### config.mk
export PLATFORM = sky130hd
export DESIGN_NAME = clkroot_cfg_bank
export DESIGN_NICKNAME = d
export VERILOG_FILES = /design/src/rtl/clkroot_pkg.sv /design/src/rtl/clkroot_stage.sv /design/src/rtl/clkroot_commit.sv /design/src/rtl/clkroot_active.sv /design/src/rtl/clkroot_cfg_bank.sv
export SDC_FILE = /design/constraint.sdc
export NUM_CORES = 1
export LEC_CHECK = 0
export ABC_AREA = 1
export BUFFER_PORTS_ARGS = -buffer_cell sky130_fd_sc_hd__buf_2
export CAP_MARGIN = 20
export CORE_MARGIN = 5
export CORE_UTILIZATION = 58
export CTS_BUF_LIST = sky130_fd_sc_hd__clkbuf_8
export CTS_CLUSTER_SIZE = 16
export DETAILED_ROUTE_END_ITERATION = 6
export GPL_TIMING_DRIVEN = 0
export PLACE_DENSITY_LB_ADDON = 0.05
export SLEW_MARGIN = 20
export SYNTH_ARGS = -nofsm -noshare
export SYNTH_HDL_FRONTEND = slang
export SYNTH_HIERARCHICAL = 1
export SYNTH_SLANG_ARGS = --single-unit
### constraint.sdc
create_clock -name clk -period 4 [get_ports clk]
set_clock_uncertainty 0.05 [all_clocks]
set_input_delay 0.6 -clock clk [delete_from_list [all_inputs] [get_ports clk]]
set_output_delay 0.6 -clock clk [all_outputs]
set_load 0.05 [all_outputs]
### src/rtl/clkroot_pkg.sv
package clkroot_pkg;
  localparam int BUS_W  = 32;
  localparam int ADDR_W = 5;

  localparam logic [ADDR_W-1:0] OFS_CMD = 5'h00;
  localparam logic [ADDR_W-1:0] OFS_CFG = 5'h04;

  // M, N and D staging slots: index 0 = M, 1 = N, 2 = D
  localparam int NUM_MND = 3;
  localparam logic [ADDR_W-1:0] MND_OFS [NUM_MND] = '{5'h08, 5'h0C, 5'h10};
  // change flag index (command bit = FLAG_LSB + index)
  localparam int MND_FLAG [NUM_MND] = '{2, 1, 3};
  localparam int FLAG_CFG = 0;
  localparam int NUM_FLAG = 4;

  localparam int CMD_UPD_BIT  = 0;
  localparam int CMD_EN_BIT   = 1;
  localparam int CMD_FLAG_LSB = 4;
  localparam int CMD_OFF_BIT  = 31;

  localparam int CFG_SRC_LSB  = 8;
  localparam int SRC_W        = 3;
  localparam int CFG_MODE_LSB = 12;
  localparam int MODE_W       = 2;
endpackage

### src/rtl/clkroot_stage.sv
module clkroot_stage
  import clkroot_pkg::*;
#(
  parameter int DIV_W = 5,
  parameter int MND_W = 8
) (
  input  logic                            clk,
  input  logic                            rst_n,
  input  logic                            wr_en,
  input  logic [ADDR_W-1:0]               addr,
  input  logic [BUS_W-1:0]                wdata,
  input  logic                            flag_clr,
  output logic [DIV_W-1:0]                st_div,
  output logic [SRC_W-1:0]                st_src,
  output logic [MODE_W-1:0]               st_mode,
  output logic [NUM_MND-1:0][MND_W-1:0]   st_mnd,
  output logic [NUM_FLAG-1:0]             flags,
  output logic                            en_req
);
  logic [DIV_W-1:0]              div_q, div_d;
  logic [SRC_W-1:0]              src_q, src_d;
  logic [MODE_W-1:0]             mode_q, mode_d;
  logic [NUM_MND-1:0][MND_W-1:0] mnd_q, mnd_d;
  logic [NUM_FLAG-1:0]           flag_q, flag_d;
  logic                          en_q, en_d;
  logic                          unused_wdata;

  assign unused_wdata = ^wdata;

  always_comb begin
    div_d  = div_q;
    src_d  = src_q;
    mode_d = mode_q;
    mnd_d  = mnd_q;
    en_d   = en_q;
    flag_d = flag_clr ? '0 : flag_q;
    if (wr_en) begin
      if (addr == OFS_CFG) begin
        div_d            = wdata[DIV_W-1:0];
        src_d            = wdata[CFG_SRC_LSB +: SRC_W];
        mode_d           = wdata[CFG_MODE_LSB +: MODE_W];
        flag_d[FLAG_CFG] = 1'b1;
      end
      if (addr == OFS_CMD) begin
        en_d = wdata[CMD_EN_BIT];
      end
      for (int i = 0; i < NUM_MND; i++) begin
        if (addr == MND_OFS[i]) begin
          mnd_d[i]              = wdata[MND_W-1:0];
          flag_d[MND_FLAG[i]]   = 1'b1;
        end
      end
    end
  end

  always_ff @(posedge clk or negedge rst_n) begin
    if (!rst_n) begin
      div_q  <= '0;
      src_q  <= '0;
      mode_q <= '0;
      mnd_q  <= '0;
      flag_q <= '0;
      en_q   <= 1'b0;
    end else begin
      div_q  <= div_d;
      src_q  <= src_d;
      mode_q <= mode_d;
      mnd_q  <= mnd_d;
      flag_q <= flag_d;
      en_q   <= en_d;
    end
  end

  assign st_div  = div_q;
  assign st_src  = src_q;
  assign st_mode = mode_q;
  assign st_mnd  = mnd_q;
  assign flags   = flag_q;
  assign en_req  = en_q;

  // a change flag only rises after a write strobe
  a_r7_flag_needs_write: assert property (@(posedge clk) disable iff (!rst_n)
    (flag_q != '0) && $past(flag_q) == '0 |-> $past(wr_en));
endmodule

### src/rtl/clkroot_commit.sv
module clkroot_commit #(
  parameter int SYNC_STAGES = 3
) (
  input  logic clk,
  input  logic rst_n,
  input  logic upd_req,
  output logic pending,
  output logic apply
);
  localparam int CNT_W = $clog2(SYNC_STAGES + 1);
  localparam logic [CNT_W-1:0] CNT_LAST = CNT_W'(SYNC_STAGES - 1);

  logic             pend_q, pend_d;
  logic [CNT_W-1:0] cnt_q, cnt_d;
  logic             fire;

  assign fire = pend_q && (cnt_q == CNT_LAST);

  always_comb begin
    pend_d = pend_q;
    cnt_d  = cnt_q;
    if (fire) begin
      pend_d = 1'b0;
      cnt_d  = '0;
    end else if (pend_q) begin
      cnt_d  = cnt_q + 1'b1;
    end else if (upd_req) begin
      pend_d = 1'b1;
      cnt_d  = '0;
    end
  end

  always_ff @(posedge clk or negedge rst_n) begin
    if (!rst_n) begin
      pend_q <= 1'b0;
      cnt_q  <= '0;
    end else begin
      pend_q <= pend_d;
      cnt_q  <= cnt_d;
    end
  end

  assign pending = pend_q;
  assign apply   = fire;

  // the request clears on the edge after the commit cycle
  a_r8_clear_after_apply: assert property (@(posedge clk) disable iff (!rst_n)
    apply |=> !pending);

  generate
    if (SYNC_STAGES > 1) begin : g_window
      // a fresh request remains visible for more than one cycle
      a_r8_window_hold: assert property (@(posedge clk) disable iff (!rst_n)
        $rose(pending) |=> pending);
    end
  endgenerate
endmodule

### src/rtl/clkroot_active.sv
module clkroot_active
  import clkroot_pkg::*;
#(
  parameter int DIV_W = 5,
  parameter int MND_W = 8
) (
  input  logic                            clk,
  input  logic                            rst_n,
  input  logic                            apply,
  input  logic [NUM_FLAG-1:0]             flags,
  input  logic [DIV_W-1:0]                st_div,
  input  logic [SRC_W-1:0]                st_src,
  input  logic [MODE_W-1:0]               st_mode,
  input  logic [NUM_MND-1:0][MND_W-1:0]   st_mnd,
  output logic [DIV_W-1:0]                act_div,
  output logic [SRC_W-1:0]                act_src,
  output logic [MODE_W-1:0]               act_mode,
  output logic [NUM_MND-1:0][MND_W-1:0]   act_mnd
);
  logic                 cfg_ld;
  logic [DIV_W-1:0]     div_q;
  logic [SRC_W-1:0]     src_q;
  logic [MODE_W-1:0]    mode_q;

  assign cfg_ld = apply && flags[FLAG_CFG];

  always_ff @(posedge clk or negedge rst_n) begin
    if (!rst_n) begin
      div_q  <= '0;
      src_q  <= '0;
      mode_q <= '0;
    end else if (cfg_ld) begin
      div_q  <= st_div;
      src_q  <= st_src;
      mode_q <= st_mode;
    end
  end

  genvar g;
  generate
    for (g = 0; g < NUM_MND; g++) begin : g_mnd
      logic             ld;
      logic [MND_W-1:0] val_q;
      assign ld = apply && flags[MND_FLAG[g]];
      always_ff @(posedge clk or negedge rst_n) begin
        if (!rst_n)  val_q <= '0;
        else if (ld) val_q <= st_mnd[g];
      end
      assign act_mnd[g] = val_q;
    end
  endgenerate

  assign act_div  = div_q;
  assign act_src  = src_q;
  assign act_mode = mode_q;

  // active settings hold outside the commit cycle
  a_r9_active_hold: assert property (@(posedge clk) disable iff (!rst_n)
    !apply |=> $stable({act_div, act_src, act_mode, act_mnd}));
endmodule

### src/rtl/clkroot_cfg_bank.sv
module clkroot_cfg_bank
  import clkroot_pkg::*;
#(
  parameter int DIV_W       = 5,
  parameter int MND_W       = 8,
  parameter int SYNC_STAGES = 3
) (
  input  logic              clk,
  input  logic              rst_n,
  input  logic              wr_en,
  input  logic [4:0]        addr,
  input  logic [31:0]       wdata,
  output logic [31:0]       rd_data,
  input  logic              root_on_i,
  output logic              root_en_o,
  output logic              apply_o,
  output logic [DIV_W-1:0]  act_div_o,
  output logic [2:0]        act_src_o,
  output logic [1:0]        act_mode_o,
  output logic [MND_W-1:0]  act_m_o,
  output logic [MND_W-1:0]  act_n_o,
  output logic [MND_W-1:0]  act_d_o
);
  logic [1:0] rst_pipe;
  logic       rst_sync_n;

  always_ff @(posedge clk or negedge rst_n) begin
    if (!rst_n) rst_pipe <= 2'b00;
    else        rst_pipe <= {rst_pipe[0], 1'b1};
  end
  assign rst_sync_n = rst_pipe[1];

  logic [DIV_W-1:0]              st_div;
  logic [SRC_W-1:0]              st_src;
  logic [MODE_W-1:0]             st_mode;
  logic [NUM_MND-1:0][MND_W-1:0] st_mnd;
  logic [NUM_MND-1:0][MND_W-1:0] act_mnd;
  logic [NUM_FLAG-1:0]           flags;
  logic                          en_req;
  logic                          pending;
  logic                          apply;
  logic                          upd_req;

  assign upd_req = wr_en && (addr == OFS_CMD) && wdata[CMD_UPD_BIT];

  clkroot_stage #(.DIV_W(DIV_W), .MND_W(MND_W)) u_stage (
    .clk      (clk),
    .rst_n    (rst_sync_n),
    .wr_en    (wr_en),
    .addr     (addr),
    .wdata    (wdata),
    .flag_clr (apply),
    .st_div   (st_div),
    .st_src   (st_src),
    .st_mode  (st_mode),
    .st_mnd   (st_mnd),
    .flags    (flags),
    .en_req   (en_req)
  );

  clkroot_commit #(.SYNC_STAGES(SYNC_STAGES)) u_commit (
    .clk     (clk),
    .rst_n   (rst_sync_n),
    .upd_req (upd_req),
    .pending (pending),
    .apply   (apply)
  );

  clkroot_active #(.DIV_W(DIV_W), .MND_W(MND_W)) u_active (
    .clk      (clk),
    .rst_n    (rst_sync_n),
    .apply    (apply),
    .flags    (flags),
    .st_div   (st_div),
    .st_src   (st_src),
    .st_mode  (st_mode),
    .st_mnd   (st_mnd),
    .act_div  (act_div_o),
    .act_src  (act_src_o),
    .act_mode (act_mode_o),
    .act_mnd  (act_mnd)
  );

  always_comb begin
    rd_data = '0;
    if (addr == OFS_CMD) begin
      rd_data[CMD_OFF_BIT]                     = ~root_on_i;
      rd_data[CMD_FLAG_LSB +: NUM_FLAG]        = flags;
      rd_data[CMD_EN_BIT]                      = en_req;
      rd_data[CMD_UPD_BIT]                     = pending;
    end
    if (addr == OFS_CFG) begin
      rd_data[DIV_W-1:0]                       = st_div;
      rd_data[CFG_SRC_LSB +: SRC_W]            = st_src;
      rd_data[CFG_MODE_LSB +: MODE_W]          = st_mode;
    end
    for (int i = 0; i < NUM_MND; i++) begin
      if (addr == MND_OFS[i]) rd_data[MND_W-1:0] = st_mnd[i];
    end
  end

  assign root_en_o = en_req;
  assign apply_o   = apply;
  assign act_m_o   = act_mnd[0];
  assign act_n_o   = act_mnd[1];
  assign act_d_o   = act_mnd[2];

  // all change flags are gone after a commit with no write alongside
  a_r9_flags_cleared: assert property (@(posedge clk) disable iff (!rst_sync_n)
    apply && !wr_en |=> flags == '0);

  // counter registers never show bits above their field
  a_r4_upper_zero: assert property (@(posedge clk) disable iff (!rst_sync_n)
    (addr == MND_OFS[0] || addr == MND_OFS[1] || addr == MND_OFS[2])
      |-> rd_data[31:MND_W] == '0);

  // commit only ever follows a visible request
  a_r8_apply_from_req: assert property (@(posedge clk) disable iff (!rst_sync_n)
    apply |-> pending);
endmodule

### After elaboration in Yosys (flattened, before gate mapping)

Index checks and enable logic that the tools add are counted.
Widths: inputs -> output; s select.

* register bits: 78
* input bits: 41
* output and inout port bits: 68

* $add $sub $neg: 1
* equal/unequal tests: 5
* muxes and demuxes: 21
* bitwise operators: 1
* reduce and logical (&&, ||, !) cells: 14

Operator list (number)
* $mux 8: 3
* $mux 4: 3
* $eq 5x4->1 const B: 2
* $mux 2: 5
* $reduce_and 2->1: 5
* $mux 1: 8
* $logic_and 1x1->1: 7
* $eq 5x3->1 const B: 1
* $eq 5x5->1 const B: 1
* $logic_not 5->1: 1
* $mux 5: 1
* $mux 3: 1
* $reduce_bool 3->1: 1
* $add 2x1->2 const B: 1
* $eq 2x2->1 const B: 1
* $not 1->1: 1

### Logic depth before layout (Yosys ltp)

Gate-level depths: netlist of run 1.

* word-level depth: 6
* gate-level depth with buffers: 9
* depth with buffers taken out: 8

### Cells and area by module

Netlist of run 1, hierarchy kept.

By module, submodules not included
* clkroot_stage: times used 1, cells an instance 182, area an instance 1631.6 µm², sequential area each 975.9 µm²
* clkroot_active: times used 1, cells an instance 148, area an instance 1341.3 µm², sequential area each 850.8 µm²
* clkroot_cfg_bank: times used 1, cells an instance 104, area an instance 638.1 µm², sequential area each 50.0 µm²
* clkroot_commit: times used 1, cells an instance 17, area an instance 141.4 µm², sequential area each 75.1 µm²

### Worst setup path after synthesis of run 1

No wires, ideal clock.

* kind: input port to output port
* start point: input addr[2]
* end point: output rd_data[31]
* arrival time: 1706 ps
* data required time: 3350 ps
* setup slack: 1644 ps
* cell stages on the path: 5
* buffers on the path: 2
* cell sequence: buf_6 -> nor2_2 -> buf_4 -> nand2_1 -> nor2_1

* word-level cells in the longest chain between the ends: 2

Ends and longest elaborated chain
* start: declaration: line clkroot_cfg_bank.sv:11 `input logic [4:0] addr,`
* $logic_not 5->1: line clkroot_cfg_bank.sv:86 `if (addr == OFS_CMD) begin`
* $mux 1: line clkroot_cfg_bank.sv:86
* end: declaration: line clkroot_cfg_bank.sv:13 `output logic [31:0] rd_data,`

No other way between the ends.

### Final worst setup path of run 1

* start point: input addr[2]
* end point: output rd_data[0]

* word-level cells in the longest chain between the ends: 6
* elaborated cells between the ends (all ways): 10
* classes of those cells: 4 x eq/ne; 5 x mux; 1 x reduce/logical

Ends and longest elaborated chain
* $logic_not 5->1: line clkroot_cfg_bank.sv:86
* $mux 2: line clkroot_cfg_bank.sv:86
* $mux 5: line clkroot_cfg_bank.sv:92 `if (addr == OFS_CFG) begin`
* $mux 8 (2 in series): line clkroot_cfg_bank.sv:98 `if (addr == MND_OFS[i]) rd_data[MND_W-1:0] = st_mnd[i];`
* $mux 8 *: line clkroot_cfg_bank.sv:98

Mark *: on every way between the ends. The rest lies on a longest branch, timed or not.

==> results of run 1 <==
==> final timing paths <==
path | from | end | slack, ns
worst max register to register | u_commit/cnt_q[0] | u_active/g_mnd[1].val_q[5] | 2.46
max in group asynchronous | rst_pipe[1] | u_stage/st_div[1] | 3.10
min in group clk | rst_pipe[0] | rst_pipe[1] | 0.30
worst max-delay path | addr[2] | rd_data[0] | 1.54
worst min register to register | rst_pipe[1] | u_commit/cnt_q[0] | 0.23
worst min-delay path | rst_pipe[1] | u_commit/cnt_q[0] | 0.23
==> kinds of logic (layout without fill, tap and decap cells) <==
logic type / Yosys count / after routing / synth area share (%)
adders and majority gates: 1 / 1 / 0.333
and+or+nand+nor: 309 / 309 / 37.3
other: 2 / 19 / 0.200
DFF: 78 / 78 / 52.0
buffers and inverters: 58 / 147 / 9.54
AOI/OAI and AO/OA: 3 / 3 / 0.600
==> registers in the layout, indices dropped and copies added, names as in the netlist <==
signal,cells
u_stage/st_mnd,24
rst_pipe,2
u_stage/flags,4
u_active/act_src,3
u_active/g_mnd.val_q,24
u_stage/en_req,1
u_commit/pending,1
u_stage/st_src,3
u_active/act_mode,2
u_commit/cnt_q,2
u_active/act_div,5
u_stage/st_mode,2
u_stage/st_div,5
==> synth_stat cells (all sizes together) <==
cell and instances:
buf 37, ha 1, nand4 17, or2 3
nor2 21, o211ai 3, clkinv 1, inv 20
nand2 183, dfrtp 78, and3 1, conb 2
nand3 84
==> stage by stage <==
stage	cells	instance area [um2]	hold slack, ns	utilization (%)
2_1_floorplan	468	3820	0.254	-
3_3_place_gp	616	4270	0.283	67.6
3_5_place_dp	617	4290	0.243	68.0
4_1_cts	634	4520	0.248	71.6
5_1_grt	634	4520	0.263	71.6
6_report	634	4520	0.231	71.6
==> routing by layer <==
layer / vias up / share of wire (%) / global-route usage (%)
li1: 1617 / - / -
met1: 1516 / 43 / 30.8
met2: 133 / 47 / 37.4
met3: 23 / 6.6 / 4.92
met4: 0 / 3.4 / 10.5
met5: - / 0 / 0
==> final cells by class <==
class / instances / area, um2
flip-flops and latches: 78 / 1960
fillers: 538 / 1800
multi-input cells: 332 / 1510
repair buffers: 73 / 385
plain buffers: 37 / 279
clock buffers: 11 / 151
well taps: 77 / 96.3
inverters: 21 / 78.8
clock inverters: 5 / 65.1
==> power groups by stage <==
| stage | Clock (mW) | Sequential, mW | Combinational, mW |
|---|---|---|---|
| after global routing | 0.670 | 1.12 | 0.836 |
| after CTS | 0.635 | 1.09 | 0.767 |
| after detailed placement | 0 | 1.10 | 0.765 |
| final | 0.622 | 1.09 | 0.764 |
| after global placement | 0 | 1.10 | 0.735 |
| after floorplan | 0 | 1.32 | 0.340 |
==> summary.md, run 1 <==
| Metric | Value |
|---|---|
| Status | `finished clean` |
| Post-layout min period | `2.46 ns` |
| Synth Warn # | `6` |
| VDD IR max | `0.432 mV` |
| Crit share post-route | `61.5%` |
| DRC | `0` |
| Final ANT Viol Nets | `0` |
| Net Sw Frac | `40.3%` |
| CP max stage delay | `0.26 ns` |
| Antenna diodes | `0` |
| P_int | `1.48 mW` |
| 1st-iter DRT viols | `188` |
| Worst R2R Path Depth | `8` |
| Largest net degree at the start of global routing | `46` |
| Min-Delay Path Class | `flip-flop to asynchronous set/reset pin` |
| Cells after Synth | `451` |
| Sequential area share after synthesis | `52.0%` |
| Layout cells sized above 1 | `25.9%` |
| LEAKAGE | `2.63 nW` |
| Max_cap viols | `0` |
| CP cell instances | `buf_2 > buf_6 > nor2_1 > and3_1 > buf_4 > nand2_1 > nand2_1 > buf_2` |
| F_max | `406 MHz` |
| Pre-antenna DRT Iters | `5` |
| Die width | `90.4 um` |
| Yosys cell types | `20` |
| Hold violation count in the final report | `0` |
| Yosys top cell area share | `52.0%` |
| Root Buffer | `clkbuf_8` |
| Layout area overhead | `20.4%` |
| CP Capture Type | `output pin` |
| Area contributors post-synth | `dfrtp_1, nand2_1, nand3_1, buf_4, nand4_1` |
| Clock slew seen by the registers of the worst setup and hold paths | `0.08 ns` |
| CTS Buf Count | `9` |
| # IOs | `109` |
| Number of global-route vias before repair | `3185` |
| Setup WS post-layout | `1.54 ns` |
| CTS Sinks | `78` |
| Core ar. | `6310 um2` |
| RSZ-0062 raised after global routing | `no` |
| DP HPWL | `6960 um` |
| Drt via density | `5.19` |
| Clock power frac | `25.1%` |
| CP arrival | `1.81 ns` |
| CP Max Fanout | `8` |
| Pwr/cell area | `548 nW/um2` |
| Seq cells post-synth | `78` |
| GR Overflow Total | `0` |
| Top delay family on crit path | `buffers and inverters` |
| Syn avg cell area | `8.32 um2` |
| Total wire length | `9180 um` |
| Slew Viols, Final | `0` |
| Switching power | `0.998 mW` |
| Endpoints failing setup | `0` |
| CP Depth | `8` |
| Die height | `90.4 um` |
| Part of the power in registers | `44.0%` |
| Port Buf Inserts | `71` |
| WL per Instance | `14.5 um` |
| CP Launch Type | `input pin` |
| CTS tree | `yes` |
| Worst path required time | `3.35 ns` |
| Htree depth | `3` |
| Layout Nets | `594` |
| First-pass GRT wire length | `15500 um` |
| Gate power share | `30.9%` |
| DP Worst Slack | `1.54 ns` |
| Worst Setup Path Type | `input pin to output pin` |
| Die Area | `8180 um2` |
| Resized Gates After CTS | `0` |
| Vias | `3289` |
| Clock buffer depth | `2` |
| Placer Congestion | `0.908` |
| Cts hold-fix bufs | `1` |
| Post-CTS Setup Repair Bufs | `0` |
| Row cnt | `29` |
| Buf/Inv on CP | `4` |
| Most frequent cells in the layout | `nand2_1, nand3_1, buf_2, dfrtp_1, buf_4` |
| Final setup TNS | `0 ns` |
| Mapped Area | `3750 um2` |
| Initial core utilization | `59.4%` |
| Tot GR Track Use | `23.5%` |
| Initial antenna violation count | `0` |
| Leading cell type in the layout, fill and taps excluded | `nand2_1` |
| Critical Path Slowest Stage Cell | `buf_2` |
| Area leader, netlist | `dfrtp_1` |
| Skew-Pair Late Insertion Delay | `0.35 ns` |
| Total Power | `2.48 mW` |
No activity file was read; power rests on OpenSTA's default activity.
==> run 2, diff against run 1 <==
--- a/config.mk
+++ b/config.mk
@@ -9,7 +9,7 @@
 export BUFFER_PORTS_ARGS = -buffer_cell sky130_fd_sc_hd__buf_2
 export CAP_MARGIN = 20
 export CORE_MARGIN = 5
-export CORE_UTILIZATION = 58
+export CORE_UTILIZATION = 54
 export CTS_BUF_LIST = sky130_fd_sc_hd__clkbuf_8
 export CTS_CLUSTER_SIZE = 16
 export DETAILED_ROUTE_END_ITERATION = 6
==> constraint.sdc (replaced) <==
create_clock -name clk -period 2.47 [get_ports clk]
set_clock_uncertainty 0.05 [all_clocks]
set_input_delay 0.3705 -clock clk [delete_from_list [all_inputs] [get_ports clk]]
set_output_delay 0.3705 -clock clk [all_outputs]
set_load 0.05 [all_outputs]
==> run 2 against run 1 <==
Effect of this change:
- first-iteration DRC count decreased by 3.2%
- critical path type unchanged
- non-clock buffer count unchanged
- total power increased by 58%
- sequential power up 62%
==> summary.md, run 2 (same netlist as run 1, synthesis figures left out) <==
| Metric | Value |
|---|---|
| Clock slew seen by the registers of the worst setup and hold paths | `0.08 ns` |
| # IOs | `109` |
| Clock power frac | `23.2%` |
| Setup WS post-layout | `0.448 ns` |
| Die height | `93.4 um` |
| Initial core utilization | `55.2%` |
| Die Area | `8720 um2` |
| Buf/Inv on CP | `4` |
| Min Hold Slack | `0.206 ns` |
| Endpoints failing setup | `0` |
| Slew Viols, Final | `0` |
| CP Launch Type | `input pin` |
| P_int | `2.31 mW` |
| Core ar. | `6790 um2` |
| Post-Layout Cell Count | `653` |
| Clock buffer depth | `2` |
| Gate power share | `31.6%` |
| Final ANT Viol Nets | `0` |
| Dpl cells | `636` |
| Hold violation count in the final report | `0` |
| DP Worst Slack | `0.468 ns` |
| Layout area overhead | `20.6%` |
| CP arrival | `1.60 ns` |
| 1st-iter DRT viols | `182` |
| DRC | `0` |
| Pwr/cell area | `865 nW/um2` |
| F_max | `495 MHz` |
| Layout Nets | `594` |
| Status | `finished clean` |
| Worst Setup Path Type | `input pin to output pin` |
| Net Sw Frac | `41.0%` |
| LEAKAGE | `2.61 nW` |
| Port Buf Inserts | `71` |
| Post-CTS Setup Repair Bufs | `0` |
| VDD IR max | `0.481 mV` |
| Layout cells sized above 1 | `25.9%` |
| Utilization after layout | `66.6%` |
| Drt via density | `4.96` |
| CP Max Fanout | `8` |
| Leading cell type in the layout, fill and taps excluded | `nand2_1` |
| Skew-Pair Late Insertion Delay | `0.34 ns` |
| Initial antenna violation count | `0` |
| CP max stage delay | `0.26 ns` |
| Top delay family on crit path | `buffers and inverters` |
| Die width | `93.4 um` |
| Largest net degree at the start of global routing | `49` |
| Placer Congestion | `0.947` |
| Cts hold-fix bufs | `1` |
| Resized Gates After CTS | `0` |
| CP cell instances | `buf_2 > buf_6 > nor2_1 > and3_1 > buf_4 > nand2_1 > nand2_1 > buf_2` |
| Crit share post-route | `81.8%` |
| DP HPWL | `7100 um` |
| CTS Sinks | `78` |
| Pre-antenna DRT Iters | `5` |
| RSZ-0062 raised after global routing | `no` |
| Vias | `3239` |
| Max_cap viols | `0` |
| CTS tree | `yes` |
| WL per Instance | `14.2 um` |
| Part of the power in registers | `45.2%` |
| Row cnt | `30` |
| First-pass GRT wire length | `15400 um` |
| Post-layout min period | `2.02 ns` |
| Worst path required time | `2.05 ns` |
| Final setup TNS | `0 ns` |
| Number of global-route vias before repair | `3069` |
| Total wire length | `9300 um` |
| Min-Delay Path Class | `flip-flop to asynchronous set/reset pin` |
| Antenna diodes | `0` |
| Critical Path Slowest Stage Cell | `buf_2` |
| Htree depth | `3` |
| CP Capture Type | `output pin` |
| Tot GR Track Use | `22.8%` |
| GR Overflow Total | `0` |
| CTS Buf Count | `9` |
| Switching power | `1.60 mW` |
| Root Buffer | `clkbuf_8` |
| Most frequent cells in the layout | `nand2_1, nand3_1, buf_2, dfrtp_1, buf_4` |
-- run 2: cell count changes in the layout (fill, tap and decap cells not counted) --
cell	delta
inv_6	-1
clkinv_2	+1
clkinvlp_4	+2
clkbuf_8	+1
clkinv_4	-2
bufinv_16	-1
buf_12	-1
buf_16	+1
-- run 2: metal layers --
layer	vias to the layer above	global-route usage [%]	share of wire (%)
met2	102	35.4	45
met3	13	4.51	5.9
li1	1623	-	-
met5	-	0	0
met4	0	7.69	2.0
met1	1501	32.1	47
-- run 2: power groups by stage --
stage / Combinational (mW) / Clock (mW) / Sequential [mW]
2_1_floorplan: 0.551 / 0 / 2.14
3_3_place_gp: 1.20 / 0 / 1.79
3_5_place_dp: 1.24 / 0 / 1.79
4_1_cts: 1.24 / 0.930 / 1.77
5_1_grt: 1.35 / 0.991 / 1.81
6_report: 1.24 / 0.907 / 1.77
-- run 2: metrics by stage --
step,instance area [um2],total power [mW]
after floorplan,3820,2.69
after global placement,4290,2.99
after detailed placement,4320,3.03
after CTS,4530,3.94
after global routing,4530,4.16
final,4530,3.91
-- run 2: layout make-up --
cell class	count	area, um2
flip-flops and latches	78	1960
plain buffers	37	279
repair buffers	73	393
fillers	628	2270
clock inverters	4	28.8
inverters	21	78.8
well taps	96	120
clock buffers	12	165
multi-input cells	332	1510
-- run 2: worst paths after layout --
path / start / slack, ns / endpoint / depth (start not counted)
worst max register to register: u_commit/cnt_q[0] / 0.92 / u_active/g_mnd[2].val_q[0] / 8
min in group clk: wdata[9] / 0.21 / u_stage/st_src[1] / 3
worst max-delay path: addr[2] / 0.45 / rd_data[0] / 8
max in group asynchronous: rst_pipe[1] / 1.60 / u_active/g_mnd[2].val_q[0] / 1
worst min register to register: rst_pipe[1] / 0.21 / u_commit/cnt_q[0] / 0
worst min-delay path: rst_pipe[1] / 0.21 / u_commit/cnt_q[0] / 0
